File: src/rtl/pam4_map_pkg.sv
// Shared types and helpers for the PAM4 symbol mapper.
// Assumes the level index runs 0..3 from the lowest to the highest level.
package pam4_map_pkg;

    // Level position, lowest first
    typedef enum logic [1:0] {
        LVL_M3 = 2'd0,
        LVL_M1 = 2'd1,
        LVL_P1 = 2'd2,
        LVL_P3 = 2'd3
    } lvl_idx_t;

    // Coding selection captured once per pair
    typedef struct packed {
        logic gray;
        logic nrz;
    } code_cfg_t;

    // Signed 3-bit level code for a level position
    function automatic logic [2:0] idx_to_code(lvl_idx_t idx);
        logic [2:0] code;
        case (idx)
            LVL_M3:  code = 3'b101;
            LVL_M1:  code = 3'b111;
            LVL_P1:  code = 3'b001;
            default: code = 3'b011;
        endcase
        return code;
    endfunction

endpackage

File: src/rtl/pam4_pair_collector.sv
// Collects serial bits into pairs, with the first bit as the high bit.
// Captures the coding selection with the first bit of each pair.
// Assumes the downstream logic takes a finished pair in the same cycle.
// A half-collected pair is lost on reset.
module pam4_pair_collector
    import pam4_map_pkg::*;
(
    input  logic      clk,
    input  logic      rst_n,
    input  logic      bit_valid_i,
    input  logic      bit_data_i,
    input  logic      gray_sel_i,
    input  logic      nrz_mode_i,
    output logic      ready_o,
    output logic      pair_fire_o,
    output logic [1:0] pair_bits_o,
    output code_cfg_t cfg_o
);

    logic      ready_q;
    logic      have_hi_q;
    logic      hi_bit_q;
    code_cfg_t cfg_q;
    logic      accept;

    assign accept = bit_valid_i && ready_q;

    // Ready rises on the first edge out of reset
    always_ff @(posedge clk) begin
        if (!rst_n) ready_q <= 1'b0;
        else        ready_q <= 1'b1;
    end

    // Track the open pair; hold its high bit and the coding chosen for it
    always_ff @(posedge clk) begin
        if (!rst_n) begin
            have_hi_q <= 1'b0;
            hi_bit_q  <= 1'b0;
            cfg_q     <= '0;
        end else if (accept) begin
            if (!have_hi_q) begin
                have_hi_q <= 1'b1;
                hi_bit_q  <= bit_data_i;
                cfg_q     <= '{gray: gray_sel_i, nrz: nrz_mode_i};
            end else begin
                have_hi_q <= 1'b0;
            end
        end
    end

    assign ready_o     = ready_q;
    assign pair_fire_o = accept && have_hi_q;
    assign pair_bits_o = {hi_bit_q, bit_data_i};
    assign cfg_o       = cfg_q;

endmodule

File: src/rtl/pam4_level_encoder.sv
// Maps a bit pair to a level position under linear, Gray or NRZ coding.
// NRZ forces the low bit to zero and uses the Gray table, so only the
// outer levels occur. Purely combinational.
module pam4_level_encoder
    import pam4_map_pkg::*;
(
    input  logic [1:0] pair_bits_i,
    input  code_cfg_t  cfg_i,
    output lvl_idx_t   idx_o
);

    logic [1:0] eff_bits;

    // Choose the effective pair and apply the chosen table
    always_comb begin
        eff_bits = cfg_i.nrz ? {pair_bits_i[1], 1'b0} : pair_bits_i;
        if (cfg_i.gray || cfg_i.nrz)
            idx_o = lvl_idx_t'({eff_bits[1], eff_bits[1] ^ eff_bits[0]});
        else
            idx_o = lvl_idx_t'(eff_bits);
    end

endmodule

File: src/rtl/pam4_amp_scaler.sv
// Turns a level position into a signed fixed-point amplitude.
// The outer levels sit at plus or minus FS_CODE and the inner ones at
// plus or minus FS_CODE/3, rounded to the nearest code.
// Assumes FS_CODE fits in AMP_W-1 bits.
module pam4_amp_scaler
    import pam4_map_pkg::*;
#(
    parameter int AMP_W   = 16,
    parameter int FS_CODE = 16384
) (
    input  lvl_idx_t          idx_i,
    output logic [AMP_W-1:0]  amp_o
);

    localparam int NUM_LVL  = 4;
    localparam int FS_THIRD = (2 * FS_CODE + 3) / 6;

    logic [AMP_W-1:0] amp_tab [NUM_LVL];

    // One constant per level position, lowest first
    for (genvar g = 0; g < NUM_LVL; g++) begin : g_lvl
        localparam int VAL = (g == 0) ? -FS_CODE :
                             (g == 1) ? -FS_THIRD :
                             (g == 2) ?  FS_THIRD : FS_CODE;
        assign amp_tab[g] = VAL[AMP_W-1:0];
    end

    assign amp_o = amp_tab[idx_i];

endmodule

File: src/rtl/pam4_symbol_mapper.sv
// Top level of the PAM4 bit-to-symbol mapper.
// Takes bits through a valid/ready handshake and emits one registered
// symbol (level code and amplitude) per two bits, as a one-cycle pulse.
// Assumes the receiver of symbols never stalls.
module pam4_symbol_mapper
    import pam4_map_pkg::*;
#(
    parameter int AMP_W   = 16,
    parameter int FS_CODE = 16384
) (
    input  logic                    clk,
    input  logic                    rst_n,
    input  logic                    bit_valid_i,
    input  logic                    bit_data_i,
    output logic                    bit_ready_o,
    input  logic                    gray_sel_i,
    input  logic                    nrz_mode_i,
    output logic                    sym_valid_o,
    output logic signed [2:0]       sym_level_o,
    output logic signed [AMP_W-1:0] sym_amp_o
);

    logic             pair_fire;
    logic [1:0]       pair_bits;
    code_cfg_t        pair_cfg;
    lvl_idx_t         lvl_idx;
    logic [AMP_W-1:0] amp_next;

    pam4_pair_collector u_collect (
        .clk         (clk),
        .rst_n       (rst_n),
        .bit_valid_i (bit_valid_i),
        .bit_data_i  (bit_data_i),
        .gray_sel_i  (gray_sel_i),
        .nrz_mode_i  (nrz_mode_i),
        .ready_o     (bit_ready_o),
        .pair_fire_o (pair_fire),
        .pair_bits_o (pair_bits),
        .cfg_o       (pair_cfg)
    );

    pam4_level_encoder u_encode (
        .pair_bits_i (pair_bits),
        .cfg_i       (pair_cfg),
        .idx_o       (lvl_idx)
    );

    pam4_amp_scaler #(
        .AMP_W   (AMP_W),
        .FS_CODE (FS_CODE)
    ) u_scale (
        .idx_i (lvl_idx),
        .amp_o (amp_next)
    );

    // Register the symbol on the edge that closes a pair
    always_ff @(posedge clk) begin
        if (!rst_n) begin
            sym_valid_o <= 1'b0;
            sym_level_o <= '0;
            sym_amp_o   <= '0;
        end else begin
            sym_valid_o <= pair_fire;
            if (pair_fire) begin
                sym_level_o <= idx_to_code(lvl_idx);
                sym_amp_o   <= amp_next;
            end
        end
    end

endmodule

File: config.mk
export PLATFORM = sky130hd
export DESIGN_NAME = pam4_symbol_mapper
export DESIGN_NICKNAME = d
export VERILOG_FILES = /design/src/rtl/pam4_map_pkg.sv /design/src/rtl/pam4_pair_collector.sv /design/src/rtl/pam4_level_encoder.sv /design/src/rtl/pam4_amp_scaler.sv /design/src/rtl/pam4_symbol_mapper.sv
export SDC_FILE = /design/constraint.sdc
export NUM_CORES = 1
export LEC_CHECK = 0
export ABC_AREA = 1
export BUFFER_PORTS_ARGS = -buffer_cell sky130_fd_sc_hd__buf_2
export CORE_UTILIZATION = 30
export CTS_BUF_LIST = sky130_fd_sc_hd__clkbuf_4 sky130_fd_sc_hd__clkbuf_8
export CTS_CLUSTER_DIAMETER = 60
export DETAILED_ROUTE_END_ITERATION = 10
export PLACE_DENSITY = 0.67
export SYNTH_ARGS = -nofsm -noshare
export SYNTH_HDL_FRONTEND = slang
export SYNTH_SLANG_ARGS = --single-unit
File: constraint.sdc
create_clock -name clk -period 1.4 [get_ports clk]
set_clock_uncertainty 0.15 [all_clocks]
set_input_delay 0.42 -clock clk [delete_from_list [all_inputs] [get_ports clk]]
set_output_delay 0.42 -clock clk [all_outputs]
set_load 0.005 [all_outputs]
== Yosys cells after proc, flatten, opt, wreduce, memory -nomap -nowiden ==
Index checks and enable logic that the tools add are counted.
Operators by class
  $add $sub $neg: 0
  $mul: 0
  divide/modulo/power cells: 0
  magnitude comparators: 1
  equality and inequality tests: 2
  shift-type cells: 0
  mux-type cells: 8
  bitwise logic cells: 3
  reduce and logical (&&, ||, !) cells: 5
Operator list (number)
  $bmux 16 s2: 1
  $mux 16: 2
  $pmux 3 s3: 1
  $mux 1: 4
  $ge 3x3->1 const B: 1
  $not 2->3: 1
  $eq 2x1->1 const B: 1
  $eq 2x2->1 const B: 1
  $logic_and 1x1->1: 2
  $logic_not 2->1: 1
  $reduce_and 2->1: 1
  $logic_or 1x1->1: 1
  $not 1->1: 1
  $xor 1x1->1: 1
Storage, ports and cells
  flip-flop bits (word level): 25
  latch bits: 0
  bits in writable memories: 0
  ROM bits: 0
  output and inout bits: 21
  memories kept: 0

== Depth between registers and ports, before layout ==
Gate-level depths: netlist of run 1.
  word-level depth: 7
  mapped depth: 9
  gate-level depth less buffers: 9

== Cells and area by module ==
A second synthesis of run 1 with hierarchy kept.
Unflattened totals
  cells, all modules: 175
  area, all modules: 1281.2 um^2
By module, submodules not included
  pam4_symbol_mapper: instances 1, cells an instance 119, area each 890.9 um^2, seq. area each 400.4 um^2
  pam4_pair_collector: instances 1, cells an instance 28, area each 211.5 um^2, seq. area each 100.1 um^2
  pam4_amp_scaler: instances 1, cells an instance 18, area each 135.1 um^2, seq. area each 0.0 um^2
  pam4_level_encoder: instances 1, cells an instance 10, area each 43.8 um^2, seq. area each 0.0 um^2

== Worst setup path before layout of run 1 ==
OpenSTA, ideal clock, no wires.
  path type: input port to flip-flop
  start: input port bit_data_i
  end: register sym_amp_o[0]
  library setup time: 0.109 ns
  data arrival time: 1.202 ns
  slack: -0.061 ns
  stages on the path: 9
  cells stage by stage: inv_1 -> nor2_1 -> inv_1 -> ha_1 -> o21ai_0 -> nand3_1 -> nand3_1 -> nand2_1 -> inv_1
Between the ends
  cells in the longest elaborated chain, start to end: 7
Ends and longest elaborated chain
  start, declared: line pam4_symbol_mapper.sv:14  | input logic bit_data_i,
  $mux 1 (*): line pam4_level_encoder.sv:16  | eff_bits = cfg_i.nrz ? {pair_bits_i[1], 1'b0} : pair_bits_i;
  $xor 1x1->1: line pam4_level_encoder.sv:18  | idx_o = lvl_idx_t'({eff_bits[1], eff_bits[1] ^ eff_bits[0]});
  $mux 1 (*): line pam4_level_encoder.sv:17  | if (cfg_i.gray || cfg_i.nrz)
  $not 2->3 (implied by the code) (*): line pam4_amp_scaler.sv:28  | assign amp_o = amp_tab[idx_i];
  $bmux 16 s2 (*): line pam4_amp_scaler.sv:28
  $mux 16 (implied by the code) (*) (2 in series): line pam4_amp_scaler.sv:28
  end signal, assigned: line pam4_symbol_mapper.sv:66  | sym_amp_o <= amp_next;
  end, declared: line pam4_symbol_mapper.sv:20  | output logic signed [AMP_W-1:0] sym_amp_o
Mark *: on every way between the ends. The rest lies on a longest branch, timed or not. The select of a mux whose other input is x is not followed.
A chain may end at the register's enable or synchronous reset.

==> results.md, run 1 <==
* **clock sink count** 14
* **headroom to the max-slew limit** 0.805
* **cell count after placement** 126
* **commonest non-fill, non-tap cell in the layout** buf_2
* **global-route wire length before repair** 1.76 mm
* **maximum buffer depth of the clock tree** 2
* **maximum cell stage delay along the critical path** 0.38 ns
* **top cells by area, synth** dfxtp_1 44%, buf_4 13%, nand2_1 8.8%
* **switching share of power** 0.246
* **area share of the leading cell type in the synthesized netlist** 0.440
* **nature of the critical path endpoint** output pin
* **number of iterations in the first detailed-routing pass** 3
* **Worst Setup Path Type** reg2out
* **post-synthesis sequential area ratio** 0.440
* **number of H-tree levels** 1
* **area used by multi-input combinational logic** 243 sq um
* **Clk network pwr share** 0.355
* **count of non-filler cells in the finished layout** 130
* **class of the most critical hold timing path** in2reg
* **Clock Latency Late Sink** 0.28 ns
* **die area** 2310 sq um
* **core box area** 1980 sq um
* **leakage power** 0.441 nW
* **Worst Setup Slack, final** 0.0565 ns
* **combinational power share** 0.124
* **post-CTS clock slew at the launch and capture registers of the worst setup and hold paths** 0.08 ns
* **number of nets at the end of the flow** 112
* **I/O pins** 27
* **min Tclk post-route** 1.34 ns
* **post-route ant nets** 0
* **data arrival time at the worst-slack endpoint** 0.77 ns
* **total count of hold-check failures in the final report** 0
* **most used cells in the layout excluding fill and tap cells** 24 x buf_2, 15 x nand2_1, 10 x nor2_1, 10 x dfxtp_1, 8 x inv_1
* **synthesized area per cell** 7.67 sq um
* **Final Cycle Share** 0.960
* **Fmax achieved** 744 MHz
* **Std-Cell Rows** 16
* **power per cell area** 1010 nW/um^2
* **power after layout** 821 uW
* **starting density of the core** 0.321
* **family of cells with the greatest summed delay on the critical path** flip-flops
* **library cell occupying the most area in the post-synthesis netlist** dfxtp_1
* **DP Wirelength** 847 um
* **biggest fanout along the worst timing path** 8
* **filler cell count in the final layout** 207
* **area of the mapped netlist** 637 sq um
* **largest net degree at the start of global routing** 12
* **number of I/O port buffers** 26
* **Setup violations, final** 0
* **vias in the first global route** 448
* **critical path launch point type** flip-flop
* **critical path cell sequence** buf_2
* **FF+latch count, synth** 14
* **sum of routed wire length over all layers** 1.14 mm
* **Critical path buffers and inverters** 1
* **floorplan die width** 48.1 um
* **Antenna Diode Count** 0
* **CTS tree** yes
* **Worst Setup Slack post-DPL** -0.345 ns
* **required time worst endpoint** 0.83 ns
* **synthesis-to-finish area growth** 27.1%
* **initial detailed-routing violation count** 2
* **number of enable-type register cells in the synthesized netlist** 0
* **average wire per cell in the routed design** 8.74 um
* **number of antenna violations at the first check in global routing** 0
* **result of the run** completed
* **Max Cap Viol** 0
* **part of the power in registers** 0.521
* **total congestion overflow** 0
* **worst ir drop on vdd** 666 uV
* **slew at the pin with the worst max-slew slack** 0.291 ns
* **final count of pins violating max slew** 0
* **proportion of synthesized flip-flops having asynchronous set or reset** 0
* **Cell Area, Placed** 748 sq um
* **design area** 810 sq um
* **yosys synthesis warning count** 0
* **area occupied by registers** 288 sq um
* **Root Buffer** clkbuf_4
* **gpl congestion** 0.786
* **synthesized netlist net count** 91
* **sw power** 202 uW
* **RSZ-0062 raised after global routing** yes
* **via-per-instance ratio** 4.21
* **die boundary height** 48.1 um
* **Total Routing Usage GR** 0.116
* **cell at the slowest stage of the critical path** dfxtp_4
* **number of buffers added to fix hold violations after cts** 0
* **number of buffers inserted during clock tree synthesis** 3
* **cells after synthesis** 83
* **distinct cell type count after synthesis** 17
* **internal power consumption** 619 uW
* **share of cells above drive strength 1** 0.447
* **Post-synth top flop** dfxtp_1
* **Vias** 547
* **DRC violations left** 0
* **worst hold slack** 0.208 ns
-- per-layer routing --
metal,vias to the layer above,track usage,routed length (um)
li1,286,-,-
met1,234,0.132,539
met2,23,0.168,492
met3,4,0.0340,70
met4,0,0.117,33
met5,-,0,0
-- power groups by stage --
stage / registers, mW / clock network [mW] / logic, mW
after detailed placement: 0.437 / 0 / 0.0966
after global placement: 0.436 / 0 / 0.0943
after floorplan: 0.437 / 0 / 0.0641
final: 0.428 / 0.291 / 0.102
after CTS: 0.429 / 0.297 / 0.101
after global routing: 0.431 / 0.313 / 0.119
-- path summary, 6_finish.rpt --
kind                                   startpoint                         endpoint  slack (ns)  cells after the start
setup / recovery       sym_amp_o[13]$_SDFFE_PN0P_                    sym_amp_o[11]        0.06                      1
hold / removal                         gray_sel_i  u_collect.cfg_o[1]$_SDFFE_PN0P_        0.21                      3
setup reg to reg  u_collect.cfg_o[0]$_SDFFE_PN0P_        sym_amp_o[0]$_SDFFE_PN0P_        0.06                      8
hold reg to reg       sym_level_o[0]$_SDFFE_PN0P_      sym_level_o[0]$_SDFFE_PN0P_        0.30                      2
-- flip-flops by register name, indices dropped and copies added, names as in the netlist --
| name | flops |
|---|---|
| u_collect.have_hi_q | 1 |
| u_collect.cfg_o | 2 |
| sym_amp_o | 5 |
| u_collect.ready_o | 1 |
| sym_level_o | 3 |
| u_collect.hi_bit_q | 1 |
| sym_valid_o | 1 |
-- synthesized netlist by cell type, types with 2 or more instances --
master	instances
dfxtp_1	14
buf_4	11
ha_1	2
nand2_1	15
inv_1	9
nand3_1	2
nor2_1	11
o21ai_0	6
a21oi_1	4
nand2_2	2
-- logic make-up (layout without fill, tap and decap cells) --
group                      count (synthesis)  after routing  synth area share
AOI/OAI and AO/OA                         13             13             0.112
DFF                                       14             14             0.440
and+or+nand+nor                           31             31             0.204
adders and majority gates                  2              2            0.0393
buffers and inverters                     23             43             0.204
-- what timing repair did --
action | CTS | global route
buffers inserted | 0 | 0
endpoints found under the setup margin | 15 | 16
pin swaps | 2 | 0
gates cloned | 0 | 0
hold endpoints to repair | 0 | 0
gates resized for setup | 5 | 4
-- stage by stage --
step,setup TNS (ns),utilization
2_1_floorplan,-0.0277,-
3_3_place_gp,-1.10,0.378
3_5_place_dp,-1.27,0.378
4_1_cts,0,0.401
5_1_grt,-0.100,0.408
6_report,0,0.408
-- cell type report --
type | count | share of cell area
clock buffers | 4 | 0.0448
inverters | 11 | 0.0680
multi-input cells | 46 | 0.300
flip-flops and latches | 14 | 0.355
well taps | 27 | 0.0417
repair buffers | 28 | 0.190
(Power assumes the default switching activity.)
==> run 2, diff against run 1 <==
--- a/config.mk
+++ b/config.mk
@@ -7,6 +7,7 @@
 export LEC_CHECK = 0
 export ABC_AREA = 1
 export BUFFER_PORTS_ARGS = -buffer_cell sky130_fd_sc_hd__buf_2
+export CORE_MARGIN = 2
 export CORE_UTILIZATION = 30
 export CTS_BUF_LIST = sky130_fd_sc_hd__clkbuf_4 sky130_fd_sc_hd__clkbuf_8
 export CTS_CLUSTER_DIAMETER = 60
==> run 2 against run 1 <==
Via count fell by 4.2%. First-iteration DRC count grew to 3.0 times the previous value. Clock power fell by 3%. Final area grew 0.62%. Die area increased by 8.5%. Routed wire length up 1.1%. Setup slack worse by 0.0014 ns. Worst hold slack worse by 0.00090 ns. Sequential cell count is the same. Largest power group unchanged.
==> results.md, run 2 (synthesis gave the netlist of run 1 again) <==
* **result of the run** completed
* **max reg flops** 5, unchanged
* **share of cells above drive strength 1** 0.480, +0.0338
* **number of antenna violations at the first check in global routing** 0, unchanged
* **number of nets at the end of the flow** 111, -0.89%
* **post-CTS clock slew at the launch and capture registers of the worst setup and hold paths** 0.08 ns, about the same
* **synthesis-to-finish area growth** 27.9%
* **core box area** 1980 sq um, unchanged
* **post-route ant nets** 0, unchanged
* **via-per-instance ratio** 4.06, -3.5%
* **Worst Setup Slack, final** 0.0551 ns, -0.00143 ns
* **data arrival time at the worst-slack endpoint** 1.38 ns, +0.61 ns
* **number of I/O port buffers** 26, unchanged
* **Antenna Diode Count** 0, unchanged
* **Setup violations, final** 0, unchanged
* **biggest fanout along the worst timing path** 4, -4
* **register name with the most flops** sym_amp_o
* **Worst Setup Slack post-DPL** -0.324 ns, +0.0208 ns
* **area occupied by registers** 288 sq um, unchanged
* **most utilized layer in the global route result** met2
* **average wire per cell in the routed design** 8.90 um, +1.8%
* **DP Wirelength** 849 um, +0.27%
* **slew at the pin with the worst max-slew slack** 0.273 ns, -0.0184 ns
* **largest net degree at the start of global routing** 12, unchanged
* **global-route track usage on met2** 0.164, -0.00309
* **number of iterations in the first detailed-routing pass** 4, +1
* **initial detailed-routing violation count** 6, +4
* **I/O pins** 27, unchanged
* **leakage power** 0.434 nW, -1.6%
* **total congestion overflow** 0, unchanged
* **area used by multi-input combinational logic** 264 sq um, +8.8%
* **starting density of the core** 0.321, unchanged
* **setup slack of the most critical reg-to-reg path** 0.06 ns, about the same
* **maximum buffer depth of the clock tree** 2, unchanged
* **count of non-filler cells in the finished layout** 129, -0.77%
* **die boundary height** 50.1 um, +4.2%
* **grt met3 use** 0.0485, +0.0145
* **clock sink count** 14, unchanged
* **critical path launch point type** flip-flop
* **required time worst endpoint** 1.43 ns, +0.60 ns
* **Fmax achieved** 744 MHz, -0.11%
* **floorplan die width** 50.1 um, +4.2%
* **commonest non-fill, non-tap cell in the layout** buf_2
* **number of buffers inserted during clock tree synthesis** 3, unchanged
* **Std-Cell Rows** 16, unchanged
* **CTS tree** yes
* **die area** 2510 sq um, +8.5%
* **Worst Setup Path Type** reg2reg
* **cell count after placement** 125, -0.79%
* **worst hold slack** 0.208 ns, -0.000899 ns
* **Setup TNS** 0 ns, unchanged
* **most used cells in the layout excluding fill and tap cells** 26 x buf_2, 15 x nand2_1, 10 x nor2_1, 10 x dfxtp_1, 7 x inv_1
* **gpl congestion** 0.785, -0.11%
* **final count of pins violating max slew** 0, unchanged
* **Max Cap Viol** 0, unchanged
* **Root Buffer** clkbuf_4
* **nature of the critical path endpoint** flip-flop
* **filler cell count in the final layout** 220, +6.3%
* **headroom to the max-slew limit** 0.818, +0.0123
* **Final Cycle Share** 0.961, +0.00102
* **worst ir drop on vdd** 512 uV, -23%
* **RSZ-0062 raised after global routing** yes
* **class of the most critical hold timing path** in2reg
* **number of H-tree levels** 1, unchanged
* **total count of hold-check failures in the final report** 0, unchanged
* **DRC violations left** 0, unchanged
* **Clock Latency Late Sink** 0.28 ns, about the same
* **min Tclk post-route** 1.34 ns, +0.00143 ns
* **Vias** 524, -4.2%
* **sum of routed wire length over all layers** 1.15 mm, +1.1%
* **global routing usage on met1** 0.109, -0.0223
* **global-route wire length before repair** 1.89 mm, +7.4%
* **vias in the first global route** 436, -2.7%
* **Total Routing Usage GR** 0.104, -0.0116
* **power per cell area** 1000 nW/um^2, -1.2%
==> run 2: cell types whose count changed in the layout (fill, tap and decap cells not counted) <==
cell	before	now
a21oi_2	1	2
buf_6	1	0
ha_4	0	1
a21oi_1	4	3
buf_2	24	26
inv_2	1	2
ha_1	2	1
nand3_1	1	0
nand3_2	2	3
inv_1	8	7
buf_4	3	1
==> run 2: layer usage <==
| metal | vias up | share of wire |
|---|---|---|
| li1 | 283 | - |
| met1 | 212 | 0.43 |
| met2 | 24 | 0.45 |
| met3 | 5 | 0.094 |
| met4 | 0 | 0.024 |
| met5 | - | 0 |
==> run 2: final cells by class <==
type                       count  share of cell area
tap                           27              0.0415
sequential                    14               0.353
timing repair buffer          27               0.169
multi-input combinational     46               0.324
inverter                      11              0.0676
clock buffer                   4              0.0445
==> run 2: power breakdown <==
| part | internal [mW] | switching (mW) |
|---|---|---|
| logic | 0.0460 | 0.0580 |
| registers | 0.415 | 0.0140 |
| clock network | 0.158 | 0.125 |
| total | 0.619 | 0.197 |
==> run 2: worst max-delay path: stages (launching register included) <==
cell and delay (ns):
dfxtp_4 0.37, nor2_4 0.09, inv_2 0.05, ha_4 0.25, o21ai_2 0.05, nand3_2 0.11
nand3_2 0.07, nand2_1 0.06, inv_1 0.03
==> run 2: per-stage QoR <==
stage / cell area (sq um) / total power [mW] / util
6_report: 815 / 0.817 / 0.411
5_1_grt: 815 / 0.868 / 0.411
4_1_cts: 781 / 0.818 / 0.394
3_5_place_dp: 741 / 0.530 / 0.374
3_3_place_gp: 741 / 0.528 / 0.374
2_1_floorplan: 657 / 0.501 / -
==> run 2: path summary, 6_finish.rpt <==
path,startpoint,to,cells past startpoint
worst max register to register,u_collect.cfg_o[0]$_SDFFE_PN0P_,sym_amp_o[0]$_SDFFE_PN0P_,8
worst min-delay path,nrz_mode_i,u_collect.cfg_o[0]$_SDFFE_PN0P_,3
worst max-delay path,u_collect.cfg_o[0]$_SDFFE_PN0P_,sym_amp_o[0]$_SDFFE_PN0P_,8
worst min register to register,sym_level_o[0]$_SDFFE_PN0P_,sym_level_o[0]$_SDFFE_PN0P_,2
==> run 2: repair_timing <==
item | CTS | global route
hold buffers | 0 | 0
resized for setup | 3 | 8
endpoints found under the setup margin | 16 | 7
endpoints found under the hold margin | 0 | 0
pin swaps | 1 | 4
setup buffers | 0 | 0
==> run 3, diff against run 2 <==
--- a/config.mk
+++ b/config.mk
@@ -12,7 +12,6 @@
 export CTS_BUF_LIST = sky130_fd_sc_hd__clkbuf_4 sky130_fd_sc_hd__clkbuf_8
 export CTS_CLUSTER_DIAMETER = 60
 export DETAILED_ROUTE_END_ITERATION = 10
-export PLACE_DENSITY = 0.67
 export SYNTH_ARGS = -nofsm -noshare
 export SYNTH_HDL_FRONTEND = slang
 export SYNTH_SLANG_ARGS = --single-unit
==> run 3 against run 2 <==
Final cell count did not move. Critical path depth fell by 7. Count of clock-buffer cells in the layout fell by 1. Worst hold slack gained 0.013 ns. Maximum frequency up 0.69%. Register-to-register slack hardly changed. Utilization decreased by 1.1 points. Sequential cell count unchanged. Largest cell class unchanged. Highest routed layer unchanged.
==> results.md, run 3 (synthesis gave the netlist of run 1 again) <==
* **global routing usage on met1** 0.115, +0.00598
* **leakage power** 0.433 nW, -0.27%
* **grt met3 use** 0.0182, -0.0303
* **count of non-filler cells in the finished layout** 129, unchanged
* **result of the run** completed
* **Setup violations, final** 0, unchanged
* **Root Buffer** clkbuf_4
* **part of the power in registers** 0.574, +0.048
* **I/O pins** 27, unchanged
* **switching share of power** 0.251, +0.00908
* **number of iterations in the first detailed-routing pass** 4, unchanged
* **via-per-instance ratio** 4.29, +5.7%
* **most utilized layer in the global route result** met2
* **die boundary height** 50.1 um, unchanged
* **filler cell count in the final layout** 204, -7.3%
* **starting density of the core** 0.321, unchanged
* **initial detailed-routing violation count** 7, +1
* **Vias** 554, +5.7%
* **post-CTS clock slew at the launch and capture registers of the worst setup and hold paths** 0.08 ns, about the same
* **min Tclk post-route** 1.34 ns, -0.00918 ns
* **total congestion overflow** 0, unchanged
* **total count of hold-check failures in the final report** 0, unchanged
* **worst hold slack** 0.221 ns, +0.0134 ns
* **Critical path buffers and inverters** 1, -1
* **die area** 2510 sq um, unchanged
* **maximum buffer depth of the clock tree** 2, unchanged
* **final count of pins violating max slew** 0, unchanged
* **gpl congestion** 0.719, -8.4%
* **Setup Fix Bufs, Post-CTS** 0, unchanged
* **power per cell area** 946 nW/um^2, -5.7%
* **design area** 792 sq um, -2.8%
* **Antenna Diode Count** 0, unchanged
* **slew at the pin with the worst max-slew slack** 0.279 ns, +0.00641 ns
* **worst ir drop on vdd** 395 uV, -23%
* **number of H-tree levels** 1, unchanged
* **number of I/O port buffers** 26, unchanged
* **headroom to the max-slew limit** 0.813, -0.00429
* **Std-Cell Rows** 16, unchanged
* **DP Wirelength** 893 um, +5.2%
* **post-route ant nets** 0, unchanged
* **class of the most critical hold timing path** in2reg
* **number of nets at the end of the flow** 112, +0.90%
* **internal power consumption** 561 uW, -9.4%
* **number of buffers inserted during clock tree synthesis** 3, unchanged
* **CTS tree** yes
* **global-route track usage on met2** 0.169, +0.00439
* **Worst Setup Path Type** reg2out
* **cell count after placement** 126, +0.80%
* **sum of routed wire length over all layers** 1.16 mm, +0.87%
* **Clock Latency Late Sink** 0.27 ns, about the same
* **commonest non-fill, non-tap cell in the layout** buf_2
* **share of cells above drive strength 1** 0.461, -0.0196
* **data arrival time at the worst-slack endpoint** 0.77 ns, -0.61 ns
* **most used cells in the layout excluding fill and tap cells** 25 x buf_2, 15 x nand2_1, 10 x nor2_1
* **Cell Area, Placed** 748 sq um, +1.0%
* **combinational power share** 0.137, +0.010
* **cell at the slowest stage of the critical path** dfxtp_2
* **Max Cap Viol** 0, unchanged
* **critical path launch point type** flip-flop
* **global-route wire length before repair** 1.93 mm, +1.9%
* **synthesis-to-finish area growth** 24.4%
* **vias in the first global route** 483, +11%
* **register name with the most flops** sym_amp_o
* **required time worst endpoint** 0.83 ns, -0.60 ns
* **number of antenna violations at the first check in global routing** 0, unchanged
* **biggest fanout along the worst timing path** 8, +4
* **core box area** 1980 sq um, unchanged
* **Total Routing Usage GR** 0.0992, -0.00493
* **average wire per cell in the routed design** 8.98 um, +0.87%
* **Final Cycle Share** 0.954, -0.00656
* **largest net degree at the start of global routing** 12, unchanged
* **maximum cell stage delay along the critical path** 0.37 ns, about the same
* **sw power** 188 uW, -4.8%
* **Clk network pwr share** 0.289, -0.058
* **clock sink count** 14, unchanged
* **family of cells with the greatest summed delay on the critical path** flip-flops
* **DRC violations left** 0, unchanged
* **Fmax achieved** 749 MHz, +0.69%
* **number of buffers added to fix hold violations after cts** 0, unchanged
* **max reg flops** 5, unchanged
* **Finished Core Util** 0.400, -0.0114
* **floorplan die width** 50.1 um, unchanged
* **nature of the critical path endpoint** output pin
* **critical path cell sequence** buf_2
-- run 3: metrics by stage --
step | setup TNS [ns] | power, mW | worst slack (ns)
finish | 0 | 0.749 | 0.0642
global route | -0.00881 | 0.791 | -0.00881
CTS | 0 | 0.754 | 0.0117
detailed placement | -1.19 | 0.535 | -0.321
global placement | -1.13 | 0.532 | -0.309
floorplan | -0.0277 | 0.501 | -0.0204
-- run 3: power groups by stage --
stage / Clock (mW) / Sequential (mW) / Combinational (mW)
2_1_floorplan: 0 / 0.437 / 0.0641
5_1_grt: 0.243 / 0.432 / 0.115
6_report: 0.217 / 0.430 / 0.102
4_1_cts: 0.227 / 0.429 / 0.0986
3_5_place_dp: 0 / 0.437 / 0.0972
3_3_place_gp: 0 / 0.436 / 0.0954
-- run 3: tightest hold or removal path, stage by stage --
cell and delay, ns:
buf_2 0.07, nor2_1 0.03, nor2_1 0.08
-- run 3: area by class of cell --
type                            count  area, sq um  share of cell area
Multi-Input combinational cell     46          246               0.311
Timing Repair Buffer               28          148               0.186
Tap cell                           27         33.8              0.0427
Inverter                           11         55.1              0.0695
Sequential cell                    14          287               0.362
Clock buffer                        3         22.5              0.0284
-- run 3: metal layers --
metal	vias up	wire [um]	share of wire
met5	-	0	0
met4	0	17	0.015
met2	22	556	0.48
met3	4	79	0.068
li1	283	-	-
met1	245	506	0.44
-- run 3: final timing paths --
kind | start | to | slack, ns | depth (start not counted)
worst max-delay path | sym_amp_o[13]$_SDFFE_PN0P_ | sym_amp_o[13] | 0.06 | 1
worst min-delay path | gray_sel_i | u_collect.cfg_o[1]$_SDFFE_PN0P_ | 0.22 | 3
worst max register to register | u_collect.cfg_o[0]$_SDFFE_PN0P_ | sym_amp_o[14]$_SDFFE_PN0P_ | 0.07 | 7
worst min register to register | sym_level_o[0]$_SDFFE_PN0P_ | sym_level_o[0]$_SDFFE_PN0P_ | 0.30 | 2
-- run 3: repair_timing --
action,4_1_cts,5_1_grt
gates cloned,0,0
setup endpoints to repair,15,4
resized for setup,4,5
pin swaps,2,3
